--- config.mk ---
export PLATFORM = sky130hd
export DESIGN_NAME = clk_src_seq
export DESIGN_NICKNAME = d
export VERILOG_FILES = /design/src/rtl/clk_seq_pkg.sv /design/src/rtl/clk_seq_count.sv /design/src/rtl/clk_seq_fsm.sv /design/src/rtl/clk_src_seq.sv
export SDC_FILE = /design/constraint.sdc
export NUM_CORES = 1
export LEC_CHECK = 0
export BUFFER_PORTS_ARGS = -buffer_cell sky130_fd_sc_hd__buf_2
export CORE_ASPECT_RATIO = 1.2
export CORE_MARGIN = 2
export CORE_UTILIZATION = 55
export DETAILED_ROUTE_END_ITERATION = 16
export GPL_ROUTABILITY_DRIVEN = 0
export GPL_TIMING_DRIVEN = 0
export PLACE_DENSITY = 0.77
export SLEW_MARGIN = 10
export SYNTH_ARGS = -nofsm -noshare
export SYNTH_HDL_FRONTEND = slang
export SYNTH_SLANG_ARGS = --single-unit
--- constraint.sdc ---
create_clock -name clk -period 2.2 [get_ports clk]
set_input_delay 0.44 -clock clk [delete_from_list [all_inputs] [get_ports clk]]
set_output_delay 0.44 -clock clk [all_outputs]
set_load 0.02 [all_outputs]
--- src/rtl/clk_seq_pkg.sv ---
// Shared source codes and sequencer states for the clock source switcher.
package clk_seq_pkg;
    typedef enum logic [1:0] {
        SRC_INT  = 2'd0,
        SRC_XTAL = 2'd1,
        SRC_RC   = 2'd2
    } src_t;

    typedef enum logic [2:0] {
        ST_IDLE,
        ST_XON,
        ST_DLY,
        ST_VLD,
        ST_XOFF,
        ST_RCON,
        ST_SELRC,
        ST_FIN
    } st_t;
endpackage

--- src/rtl/clk_seq_count.sv ---
// Window counter. It counts while run is high and holds at limit, where hit
// is raised. It clears whenever run is low.
// Assumes limit is stable while run is high.
module clk_seq_count #(
    parameter int W = 16
) (
    input  logic         clk,
    input  logic         rst_n,
    input  logic         run,
    input  logic [W-1:0] limit,
    output logic         hit
);
    logic [W-1:0] count;

    // terminal-count compare
    assign hit = run && (count == limit);

    // advance while running, clear while idle
    always_ff @(posedge clk) begin
        if (!rst_n) begin
            count <= '0;
        end else if (!run) begin
            count <= '0;
        end else if (!hit) begin
            count <= count + 1'b1;
        end
    end


    count_in_window_chk: assert property (@(posedge clk) disable iff (!rst_n)
        run && $past(run) && $past(!hit) |-> count == $past(count) + 1'b1);
endmodule

--- src/rtl/clk_seq_fsm.sv ---
// Step sequencer. It performs one clock-select or pin/drive action per state,
// always passing through the on-chip oscillator.
// Assumes xtal_ok is synchronous to clk.
module clk_seq_fsm
    import clk_seq_pkg::*;
(
    input  logic       clk,
    input  logic       rst_n,
    input  logic       req_valid,
    input  logic [1:0] req_src,
    input  logic [1:0] req_freq,
    input  logic       xtal_ok,
    input  logic       dly_hit,
    input  logic       tmo_hit,
    output logic       dly_run,
    output logic       tmo_run,
    output logic [1:0] clk_sel,
    output logic [1:0] int_freq,
    output logic       xtal_en,
    output logic       pin_pp,
    output logic       pin_latch,
    output logic       busy,
    output logic       done,
    output logic       err
);
    st_t  state;
    src_t tgt;

    // decode request target; the unused code maps to on-chip
    always_comb begin
        case (req_src)
            2'd1:    tgt = SRC_XTAL;
            2'd2:    tgt = SRC_RC;
            default: tgt = SRC_INT;
        endcase
    end

    // window counters run only in their waiting states
    assign dly_run = (state == ST_DLY);
    assign tmo_run = (state == ST_VLD);

    // sequence steps and registered outputs
    always_ff @(posedge clk) begin
        if (!rst_n) begin
            state     <= ST_IDLE;
            clk_sel   <= SRC_INT;
            int_freq  <= 2'd0;
            xtal_en   <= 1'b0;
            pin_pp    <= 1'b0;
            pin_latch <= 1'b1;
            busy      <= 1'b0;
            done      <= 1'b0;
            err       <= 1'b0;
        end else begin
            done <= 1'b0;
            case (state)
                ST_IDLE: begin
                    if (req_valid) begin
                        busy     <= 1'b1;
                        err      <= 1'b0;
                        int_freq <= req_freq;
                        if (tgt == src_t'(clk_sel)) begin
                            state <= ST_FIN;
                        end else begin
                            clk_sel <= SRC_INT;
                            case (tgt)
                                SRC_XTAL: state <= ST_XON;
                                SRC_RC:   state <= ST_XOFF;
                                default:  state <= ST_FIN;
                            endcase
                        end
                    end
                end
                ST_XON: begin
                    pin_pp    <= 1'b0;
                    pin_latch <= 1'b1;
                    xtal_en   <= 1'b1;
                    state     <= ST_DLY;
                end
                ST_DLY: begin
                    if (dly_hit) state <= ST_VLD;
                end
                ST_VLD: begin
                    if (xtal_ok) begin
                        clk_sel <= SRC_XTAL;
                        state   <= ST_FIN;
                    end else if (tmo_hit) begin
                        xtal_en <= 1'b0;
                        err     <= 1'b1;
                        state   <= ST_FIN;
                    end
                end
                ST_XOFF: begin
                    xtal_en <= 1'b0;
                    state   <= ST_RCON;
                end
                ST_RCON: begin
                    pin_pp    <= 1'b1;
                    pin_latch <= 1'b1;
                    state     <= ST_SELRC;
                end
                ST_SELRC: begin
                    clk_sel <= SRC_RC;
                    state   <= ST_FIN;
                end
                ST_FIN: begin
                    busy  <= 1'b0;
                    done  <= 1'b1;
                    state <= ST_IDLE;
                end
                default: state <= ST_IDLE;
            endcase
        end
    end


    no_ext_to_ext_chk: assert property (@(posedge clk) disable iff (!rst_n)
        (clk_sel != $past(clk_sel)) && ($past(clk_sel) != SRC_INT) |-> clk_sel == SRC_INT);


    xtal_sel_needs_valid_chk: assert property (@(posedge clk) disable iff (!rst_n)
        (clk_sel == SRC_XTAL) && ($past(clk_sel) != SRC_XTAL) |-> $past(xtal_ok) && xtal_en && !pin_pp);


    rc_sel_needs_pin_chk: assert property (@(posedge clk) disable iff (!rst_n)
        (clk_sel == SRC_RC) |-> pin_pp && pin_latch && !xtal_en);


    pin_hiz_with_xtal_chk: assert property (@(posedge clk) disable iff (!rst_n)
        xtal_en |-> !pin_pp && pin_latch);


    done_after_busy_chk: assert property (@(posedge clk) disable iff (!rst_n)
        done |-> $past(busy) && !busy);


    abort_keeps_int_chk: assert property (@(posedge clk) disable iff (!rst_n)
        $rose(err) |-> !xtal_en && clk_sel == SRC_INT);


    freq_held_while_busy_chk: assert property (@(posedge clk) disable iff (!rst_n)
        $past(busy) && busy |-> $stable(int_freq));
endmodule

--- src/rtl/clk_src_seq.sv ---
// Clock source switching sequencer top. It ties the step sequencer to a
// fixed startup-window counter and a programmable valid-timeout counter.
// Assumes clk is the on-chip oscillator and STARTUP_CYCLES >= 2.
module clk_src_seq
    import clk_seq_pkg::*;
#(
    parameter int STARTUP_CYCLES = 16000,
    parameter int TMO_W          = 16
) (
    input  logic             clk,
    input  logic             rst_n,
    input  logic             req_valid,
    input  logic [1:0]       req_src,
    input  logic [1:0]       req_freq,
    input  logic [TMO_W-1:0] tmo_limit,
    input  logic             xtal_ok,
    output logic [1:0]       clk_sel,
    output logic [1:0]       int_freq,
    output logic             xtal_en,
    output logic             rc_pin_pushpull,
    output logic             rc_pin_latch,
    output logic             busy,
    output logic             done,
    output logic             err
);
    localparam int DLY_W = $clog2(STARTUP_CYCLES);
    localparam logic [DLY_W-1:0] DLY_LAST = DLY_W'(STARTUP_CYCLES - 1);

    logic dly_run, dly_hit, tmo_run, tmo_hit;

    clk_seq_fsm u_fsm (
        .clk       (clk),
        .rst_n     (rst_n),
        .req_valid (req_valid),
        .req_src   (req_src),
        .req_freq  (req_freq),
        .xtal_ok   (xtal_ok),
        .dly_hit   (dly_hit),
        .tmo_hit   (tmo_hit),
        .dly_run   (dly_run),
        .tmo_run   (tmo_run),
        .clk_sel   (clk_sel),
        .int_freq  (int_freq),
        .xtal_en   (xtal_en),
        .pin_pp    (rc_pin_pushpull),
        .pin_latch (rc_pin_latch),
        .busy      (busy),
        .done      (done),
        .err       (err)
    );

    clk_seq_count #(.W(DLY_W)) u_dly (
        .clk   (clk),
        .rst_n (rst_n),
        .run   (dly_run),
        .limit (DLY_LAST),
        .hit   (dly_hit)
    );

    clk_seq_count #(.W(TMO_W)) u_tmo (
        .clk   (clk),
        .rst_n (rst_n),
        .run   (tmo_run),
        .limit (tmo_limit),
        .hit   (tmo_hit)
    );
endmodule

==> results of run 1 <==
[flip-flops by register name, summed over array words and instances, names as in the netlist]
register	count
u_fsm.xtal_en	1
u_dly.count	14
u_fsm.state	3
u_fsm.done	1
u_fsm.err	1
u_fsm.busy	1
u_fsm.clk_sel	2
u_tmo.count	16
u_fsm.int_freq	2
u_fsm.pin_pp	1
[final cells by class]
type                            count  area share (%)
Multi-Input combinational cell    209            52.8
Timing Repair Buffer               32            6.02
Inverter                            8            1.13
Clock inverter                      2           0.376
Buffer                             13            2.91
Sequential cell                    42            31.6
Clock buffer                        5            2.58
Tap cell                           56            2.63
[cell usage after synthesis, drive strengths merged (2+ instances only)]
cell | count | area share [%]
nor2b | 7 | 1.9
buf | 7 | 2.3
mux2i | 16 | 7.0
a21o | 3 | 0.96
ha | 6 | 3.2
nand4 | 9 | 2.7
a21boi | 3 | 0.96
o211ai | 2 | 0.64
and2 | 4 | 1.1
nor2 | 22 | 3.5
o2111ai | 4 | 1.5
nor3 | 7 | 1.7
xor2 | 21 | 7.8
inv | 8 | 1.3
a21oi | 9 | 1.9
xnor2 | 7 | 2.6
and4 | 5 | 2.0
and3 | 2 | 0.59
nand2 | 28 | 4.5
or3 | 4 | 1.2
dfxtp | 42 | 36
nor4 | 5 | 1.6
nand2b | 9 | 2.4
nand3 | 10 | 2.1
clkbuf | 6 | 0.96
o21ai | 9 | 1.9
a2111o | 2 | 0.96
[routing by layer]
metal | GRT usage (%) | wire length, µm | up-vias
met5 | 0 | 0 | -
met4 | 5.56 | 37 | 0
met3 | 4.73 | 163 | 4
met2 | 38.2 | 2380 | 38
met1 | 24.8 | 2130 | 957
li1 | - | - | 1035
[through the flow]
step,std cells,utilization (%)
floorplan,272,-
global placement,360,61.6
detailed placement,360,61.6
CTS,367,63.4
global route,367,63.4
finish,367,63.4
[cells in the final DEF (no fill, tap or decap), types with 2 or more instances in the layout]
| cell type | Yosys | final |
|---|---|---|
| nor2_1 | 22 | 22 |
| and4_2 | 2 | 2 |
| a21boi_0 | 3 | 3 |
| nand2_1 | 28 | 28 |
| xnor2_1 | 7 | 7 |
| and2_1 | 4 | 4 |
| dfxtp_1 | 42 | 42 |
| o211ai_1 | 2 | 2 |
| buf_2 | 2 | 34 |
| nand4_1 | 8 | 8 |
| a21oi_1 | 9 | 9 |
| a2111o_1 | 2 | 2 |
| mux2i_1 | 15 | 15 |
| and4_1 | 3 | 3 |
| ha_1 | 6 | 6 |
| xor2_1 | 21 | 21 |
| inv_1 | 8 | 8 |
| nor3_1 | 6 | 6 |
| o21ai_0 | 9 | 9 |
| buf_4 | 3 | 3 |
| or3_1 | 2 | 2 |
| o2111ai_1 | 4 | 4 |
| clkbuf_8 | 0 | 5 |
| nor4_1 | 4 | 4 |
| a21o_1 | 3 | 3 |
| nor2b_1 | 7 | 7 |
| clkinv_2 | 0 | 2 |
| clkbuf_1 | 6 | 6 |
| or3_2 | 2 | 2 |
| nand2b_1 | 9 | 9 |
| nand3_1 | 10 | 10 |
| buf_6 | 2 | 2 |
[logic make-up after synthesis]
group | count (synthesis) | synth area share (%)
xor+xnor | 28 | 10.4
compound gates | 40 | 11.9
fa+ha+maj | 6 | 3.19
simple gates | 118 | 27.1
mux | 16 | 6.96
flops | 42 | 35.7
other cells | 1 | 0.159
buf+inv | 21 | 4.57
[where the power goes]
| part | switching [µW] | internal, µW |
|---|---|---|
| registers | 45.1 | 809 |
| clock network | 246 | 213 |
| logic | 261 | 180 |
| total | 552 | 1200 |
[worst max path at each step]
stage	start	endpoint	slack [ps]	depth (start not counted)
after global routing	u_tmo.count[7]	u_fsm.state[1]	70	6
after CTS	u_tmo.count[7]	u_fsm.state[2]	270	6
after global placement	tmo_limit[5]	u_fsm.state[2]	140	7
final	u_tmo.count[7]	u_fsm.state[2]	280	6
after detailed placement	tmo_limit[5]	u_fsm.state[2]	130	7
after floorplan	tmo_limit[9]	u_fsm.state[2]	480	6
[worst max-delay path: cells and delay by family (launching register included)]
kind | cells | cell delay (ps)
compound gates | 2 | 370
xor+xnor | 1 | 190
flops | 1 | 370
buf+inv | 1 | 230
simple gates | 2 | 700
==> impl_metrics.yaml, run 1 <==
critical_path:
  slowest_stage: "nor4_1"
  reg2reg_to: "u_fsm.state[2]"
  start_kind: "register"
  path_cells: "xor2_1, nor4_1, nand4_2, buf_6, a22oi_2, o311a_1"
  crit_path_end_kind: "register"
  required_ps: 2430
  crit_arrival_ps: 2140
  worst-r2r-cell-count: 6
  slowest_delay_ps: 410
  r2r_start: "u_tmo.count[7]"
  r2r_slack_ps: 280
  cp_max_fo: 10
  critPathKind: "register to register"
place:
  place_ws_ps: 130
  dpl-instance-area_um2: 2580
  io_buffers: 32
  place_hpwl_mm: 3.58
yosys:
  synth_edf_count: 0
  synthArstFlopShare_pct: 0
  ys_ff_latch: 42
  synth_seq_area_share_pct: 35.7
  ys.warnings.count: 0
  synthDistinctLibCells: 51
  postSynthAreaPerCell_um2: 8.65
  yosys_most_used_dff: "dfxtp_1"
  syn_nets: 302
  synth_cells: 272
  syn_area_um2: 2350
cells_and_area:
  drive_above_1_share_pct: 18.6
  area_delta_synth_final_pct: 13.1
  multiInputGateArea_um2: 1410
  nets: 341
  register_area_um2: 841
  diodes: 0
  stdcell_area_um2: 2660
  fillers: 388
power:
  leakage_uw: 0.00112
  ir_worst_vdd_mv: 0.406
  power_uw: 1750
  cellPowerDensity_nw_per_um2: 659
clock_network:
  cts_max_level: 2
  cts_tree: "built"
  root_buffer: "clkbuf_8"
  cts_setup_buffers: 0
  clkLatencyLatePin_ps: 290
  clockBufferDepth: 2
  cts_hold_buf: 0
  ctsResizeCount: 0
  clock-sinks: 42
  cts_buffers: 5
  clk_pin_slew_ps: 70
drt:
  totalWireLength_mm: 4.71
  ant_nets: 0
  drt_first_pass_iters: 4
  drc: 0
  viasPerCell: 5.54
  drtIter0Drc: 87
  detail_route.wl_per_cell_um: 12.8
  via_count: 2034
job:
  drv_cap: 0
grt:
  grt_pass1_vias: 1806
  grt_first_pass_wirelength_mm: 7.94
  grt_overflow: 0
  grt_usage_pct: 20.8
  grt_max_degree: 13
  grt_antenna_before_repair: 0
timing:
  fmax_mhz: 522
  layout_setup_ws_ps: 283
  report.final.slew_viol_count: 0
  setup_tns_ps: 0
  hold_ws_ps: 423
  period_share_pct: 87.1
  final_hold_viol_count: 0
  fin_crit_ps: 1920
  rsz0062_at_grt: "false"
  setup_viol: 0
  fin_skew_ps: 9.02
die:
  coreArea_um2: 4200
  design.die.area_um2: 4820
  die_w_um: 63.7
  num_io_pins: 34
  fp-row-count: 26
  initial_core_util_pct: 56.1
  fp.dieH_um: 75.7
worst_hold_path:
  hp-start: "req_freq[1]"
  hold_end: "u_fsm.int_freq[1]"
  hp-class: "input pin to register"
  whs_path_depth: 3
status:
  status: "finished clean"
(Power assumes the default switching activity.)
==> run 2, diff against run 1 <==
- CORE_UTILIZATION: 55 -> 57
- CTS_CLUSTER_SIZE: default -> 10
- PLACE_DENSITY: 0.77 -> 0.8
==> run 2 against run 1 <==
Net effect: clock skew fell by 2.2 ps; maximum frequency fell by 1.5%; worst hold slack got worse by 15 ps; global-route usage rose by 1.4 points; sequential power barely moved; setup slack got worse by 30 ps; critical endpoint unchanged; sequential share of layout area fell by 0.32 points; total power rose by 8.6%; routed wire length rose by 2.2%.
==> impl_metrics.yaml, run 2 (same netlist as run 1, synthesis figures left out) <==
cells_and_area:
  drive_above_1_share_pct: 18.9
  area_delta_synth_final_pct: 14.3
  multiInputGateArea_um2: 1410
  final_cell_mix: "dfxtp_1 (42), buf_2 (34), nand2_1 (28)"
  final_common_cell: "dfxtp_1"
  top_register: "u_tmo.count"
  largest_register_ff_count: 16
  nets: 341
  register_area_um2: 841
  reg_top3: "u_tmo.count: 16 flops, u_dly.count: 14 flops, u_fsm.state: 3 flops"
  fillers: 346
  diodes: 0
critical_path:
  slowest_stage: "nor4_1"
  critPathLaunch: "u_tmo.count[7]"
  path_cells: "xor2_1, nor4_1, nand4_2, buf_6, a22oi_2, o311a_1"
  crit_buf_inv: 1
  critPathKind: "register to register"
  crit_path_end_kind: "register"
  crit_arrival_ps: 2190
  required_ps: 2440
  slowest_delay_ps: 400
  r2r_start: "u_tmo.count[7]"
  start_kind: "register"
  cp_max_fo: 10
  path_delay_family: "simple AND/OR/NAND/NOR gates"
clock_network:
  cts_hold_buf: 0
  root_buffer: "clkbuf_8"
  ctsResizeCount: 0
  clockBufferDepth: 2
  cts_setup_buffers: 0
  cts_buffers: 5
  cts_tree: "built"
  clk_pin_slew_ps: 80
  cts_max_level: 2
  clock-sinks: 42
  clkLatencyLatePin_ps: 300
power:
  ir_worst_vdd_mv: 0.594
  switchingPower_uw: 581
  power_uw: 1900
  leakage_uw: 0.00113
  cellPowerDensity_nw_per_um2: 708
  p_seq_share_pct: 44.9
  p_int_uw: 1320
  clockPowerShare_pct: 31.7
  pwr-share-comb_pct: 23.4
  swShare_pct: 30.5
status:
  status: "finished clean"
worst_hold_path:
  hp-start: "req_freq[0]"
  hp-class: "input pin to register"
grt:
  grt_max_degree: 14
  grt_antenna_before_repair: 0
  grt_overflow: 0
  grt_pass1_vias: 1934
  grt_usage_pct: 22.2
  grt_first_pass_wirelength_mm: 8.22
timing:
  fmax_mhz: 514
  report.final.slew_viol_count: 0
  period_share_pct: 88.5
  fin_crit_ps: 1950
  final_hold_viol_count: 0
  setup_tns_ps: 0
  fin_skew_ps: 6.79
  setup_viol: 0
  rsz0062_at_grt: "false"
  hold_ws_ps: 408
die:
  num_io_pins: 34
  fp-row-count: 25
  initial_core_util_pct: 59.7
  fp.dieH_um: 74.4
  coreArea_um2: 3940
  die_w_um: 62.7
  design.die.area_um2: 4660
drt:
  ant_nets: 0
  drt_first_pass_iters: 4
  detail_route.wl_per_cell_um: 13.2
  totalWireLength_mm: 4.82
  via_count: 2021
  drc: 0
  viasPerCell: 5.52
  drtIter0Drc: 139
place:
  place_hpwl_mm: 3.50
  io_buffers: 32
job:
  drv_cap: 0
-- run 2: cell types whose count changed in the layout (fill, tap and decap cells not counted), sizes merged --
cell    before  now
bufinv       0    1
-- run 2: per-stage QoR --
stage / instance area, µm² / std cells / utilization, % / setup WS (ps)
after global placement: 2580 / 358 / 65.5 / 82.8
after detailed placement: 2580 / 358 / 65.5 / 75.4
after floorplan: 2350 / 272 / - / 479
final: 2690 / 366 / 68.3 / 253
after global routing: 2690 / 366 / 68.3 / 86.6
after CTS: 2690 / 366 / 68.3 / 243
-- run 2: cell type report --
type,instances,share of cell area (%)
plain buffers,13,2.88
multi-input cells,209,52.2
clock inverters,3,1.49
repair buffers,32,5.95
flip-flops and latches,42,31.3
inverters,8,1.12
well taps,54,2.51
clock buffers,5,2.56
-- run 2: layer usage --
layer  track usage (%)  wire length, µm  vias to the layer above  part of all wire [%]
met5                 0                0                        -                     0
met2              40.5             2440                       52                    51
met4              12.3              110                        0                   2.3
li1                  -                -                     1029                     -
met3              4.99              207                       11                   4.3
met1              24.2             2060                      929                    43
-- run 2: worst paths after layout --
check	to	slack [ps]	cells after the start
max reg2reg	u_fsm.state[2]	250	6
min	u_fsm.int_freq[0]	410	3
max	u_fsm.state[2]	250	6
min reg2reg	u_tmo.count[15]	500	2
-- run 2: power by group through the flow --
stage / clock network [µW] / registers, µW / logic [µW]
after floorplan: 0 / 892 / 300
after global placement: 0 / 870 / 435
after detailed placement: 0 / 871 / 443
after CTS: 614 / 853 / 446
after global routing: 645 / 863 / 500
final: 604 / 854 / 445
-- run 2: worst reg2reg max path, delay by kind of cell, from the launching register on --
family,cells,cell delay [ps]
simple gates,2,710
flops,1,370
buf+inv,1,240
xor+xnor,1,180
compound gates,2,380
==> run 3, diff against run 2 <==
--- a/config.mk
+++ b/config.mk
@@ -7,12 +7,12 @@
 export LEC_CHECK = 0
 export BUFFER_PORTS_ARGS = -buffer_cell sky130_fd_sc_hd__buf_2
-export CORE_ASPECT_RATIO = 1.2
+export CORE_ASPECT_RATIO = 0.75
 export CORE_MARGIN = 2
-export CORE_UTILIZATION = 57
+export CORE_UTILIZATION = 60
 export CTS_CLUSTER_SIZE = 10
 export DETAILED_ROUTE_END_ITERATION = 16
 export GPL_ROUTABILITY_DRIVEN = 0
 export GPL_TIMING_DRIVEN = 0
-export PLACE_DENSITY = 0.8
+export PLACE_DENSITY = 0.83
 export SLEW_MARGIN = 10
 export SYNTH_ARGS = -nofsm -noshare
==> constraint.sdc (replaced) <==
create_clock -name clk -period 2.5 [get_ports clk]
set_input_delay 0.375 -clock clk [delete_from_list [all_inputs] [get_ports clk]]
set_output_delay 0.375 -clock clk [all_outputs]
set_load 0.02 [all_outputs]
==> run 3 against run 2 <==
Net effect: combinational power shrank 11%; first-iteration DRC count is 27% higher; routed wire length shrank 2.8%; total power decreased by 19%; sequential power down 12%; clock skew grew 1.4 ps; clock-buffer cell count rose by 2; flip-flop and latch count did not move.
==> impl_metrics.yaml, run 3 (same netlist as run 1, synthesis figures left out) <==
status:
  status: "finished clean"
die:
  coreArea_um2: 3710
  design.die.area_um2: 4440
  num_io_pins: 34
  die_w_um: 76.3
  fp.dieH_um: 58.2
  fp-row-count: 19
  initial_core_util_pct: 63.5
timing:
  fin_crit_ps: 2060
  setup_tns_ps: 0
  final_hold_viol_count: 0
  setup_viol: 0
  rsz0062_at_grt: "false"
  worstMarginPinSlew_ps: 527
  fmax_mhz: 485
  relSlewSlack_pct: 64.5
  fin_skew_ps: 8.23
  report.final.slew_viol_count: 0
  period_share_pct: 82.5
clock_network:
  root_buffer: "clkbuf_8"
  clock-sinks: 42
  cts_setup_buffers: 0
  clkLatencyLatePin_ps: 290
  cts_hold_buf: 0
  ctsResizeCount: 0
  cts_tree: "built"
  cts_buffers: 5
  clk_pin_slew_ps: 70
  clockBufferDepth: 2
  cts_max_level: 2
cells_and_area:
  drive_above_1_share_pct: 18.0
  final_common_cell: "dfxtp_1"
  top_register: "u_tmo.count"
  register_area_um2: 841
  largest_register_ff_count: 16
  fillers: 312
  nets: 341
  diodes: 0
  multiInputGateArea_um2: 1410
  area_delta_synth_final_pct: 12.8
  final_core_utilization_pct: 71.6
  reg_top3: "u_tmo.count: 16 flops, u_dly.count: 14 flops, u_fsm.state: 3 flops"
  final_cell_mix: "dfxtp_1 (42), buf_2 (34), nand2_1 (28)"
power:
  ir_worst_vdd_mv: 0.448
  swShare_pct: 31.3
  clockPowerShare_pct: 26.0
  p_seq_share_pct: 48.5
  leakage_uw: 0.00111
  pwr-share-comb_pct: 25.5
  cellPowerDensity_nw_per_um2: 583
  power_uw: 1550
  p_int_uw: 1060
  switchingPower_uw: 485
critical_path:
  cp_max_fo: 10
  critPathKind: "register to register"
  required_ps: 2720
  crit_path_end_kind: "register"
  crit_arrival_ps: 2290
  start_kind: "register"
grt:
  grt_overflow: 0
  grt_usage_pct: 22.7
  grt_pass1_vias: 1837
  grt_first_pass_wirelength_mm: 8.14
  grt_antenna_before_repair: 0
  grt_max_degree: 12
drt:
  detail_route.wl_per_cell_um: 12.9
  drt_first_pass_iters: 4
  drc: 0
  ant_nets: 0
  viasPerCell: 5.61
  totalWireLength_mm: 4.68
  via_count: 2035
  drtIter0Drc: 176
place:
  io_buffers: 32
  place_hpwl_mm: 3.52
job:
  drv_cap: 0
worst_hold_path:
  hp-class: "input pin to register"
run 3: changes by cell type in the layout (fill, tap and decap cells not counted), sizes merged:
cell	before	now
clkinv	2	0
clkbuf	11	13
bufinv	1	0
run 3: final timing paths:
check / depth (start not counted) / slack (ps) / start / endpoint
setup / recovery: 6 / 440 / u_tmo.count[11] / u_fsm.state[2]
hold / removal: 3 / 340 / req_freq[1] / u_fsm.int_freq[1]
setup reg to reg: 6 / 440 / u_tmo.count[11] / u_fsm.state[2]
hold reg to reg: 2 / 500 / u_tmo.count[15] / u_tmo.count[15]
run 3: cell type report:
type | count | share of cell area, %
Multi-Input combinational cell | 209 | 52.9
Tap cell | 52 | 2.45
Inverter | 8 | 1.13
Clock buffer | 7 | 2.87
Sequential cell | 42 | 31.7
Buffer | 13 | 2.92
Timing Repair Buffer | 32 | 6.03
run 3: stage by stage:
step                      instances  hold slack [ps]  area, µm²  setup WS, ps
after floorplan                 272              458       2350           844
after global placement          356              471       2580           415
after detailed placement        356              485       2580           419
after CTS                       363              339       2660           480
after global routing            363              359       2660           194
final                           363              338       2660           437
run 3: worst max-delay path, cell delays in order, from the launching register on:
cell     delay (ps)
dfxtp_1         380
xor2_1          180
nor4_1          510
nand4_2         300
buf_6           230
a22oi_2         170
o311a_1         200
run 3: power groups by stage:
| stage | combinational, µW | clock (µW) | sequential [µW] |
|---|---|---|---|
| 6_report | 395 | 403 | 751 |
| 4_1_cts | 392 | 411 | 750 |
| 3_3_place_gp | 380 | 0 | 766 |
| 2_1_floorplan | 264 | 0 | 785 |
| 3_5_place_dp | 390 | 0 | 766 |
| 5_1_grt | 433 | 439 | 759 |
run 3: metal layers:
layer  vias up  global-route usage (%)  share of wire [%]
met2        44                    35.8                 44
met3         8                    5.14                5.0
li1       1035                       -                  -
met5         -                       0                  0
met1       948                    31.0                 50
met4         0                    8.05                1.3
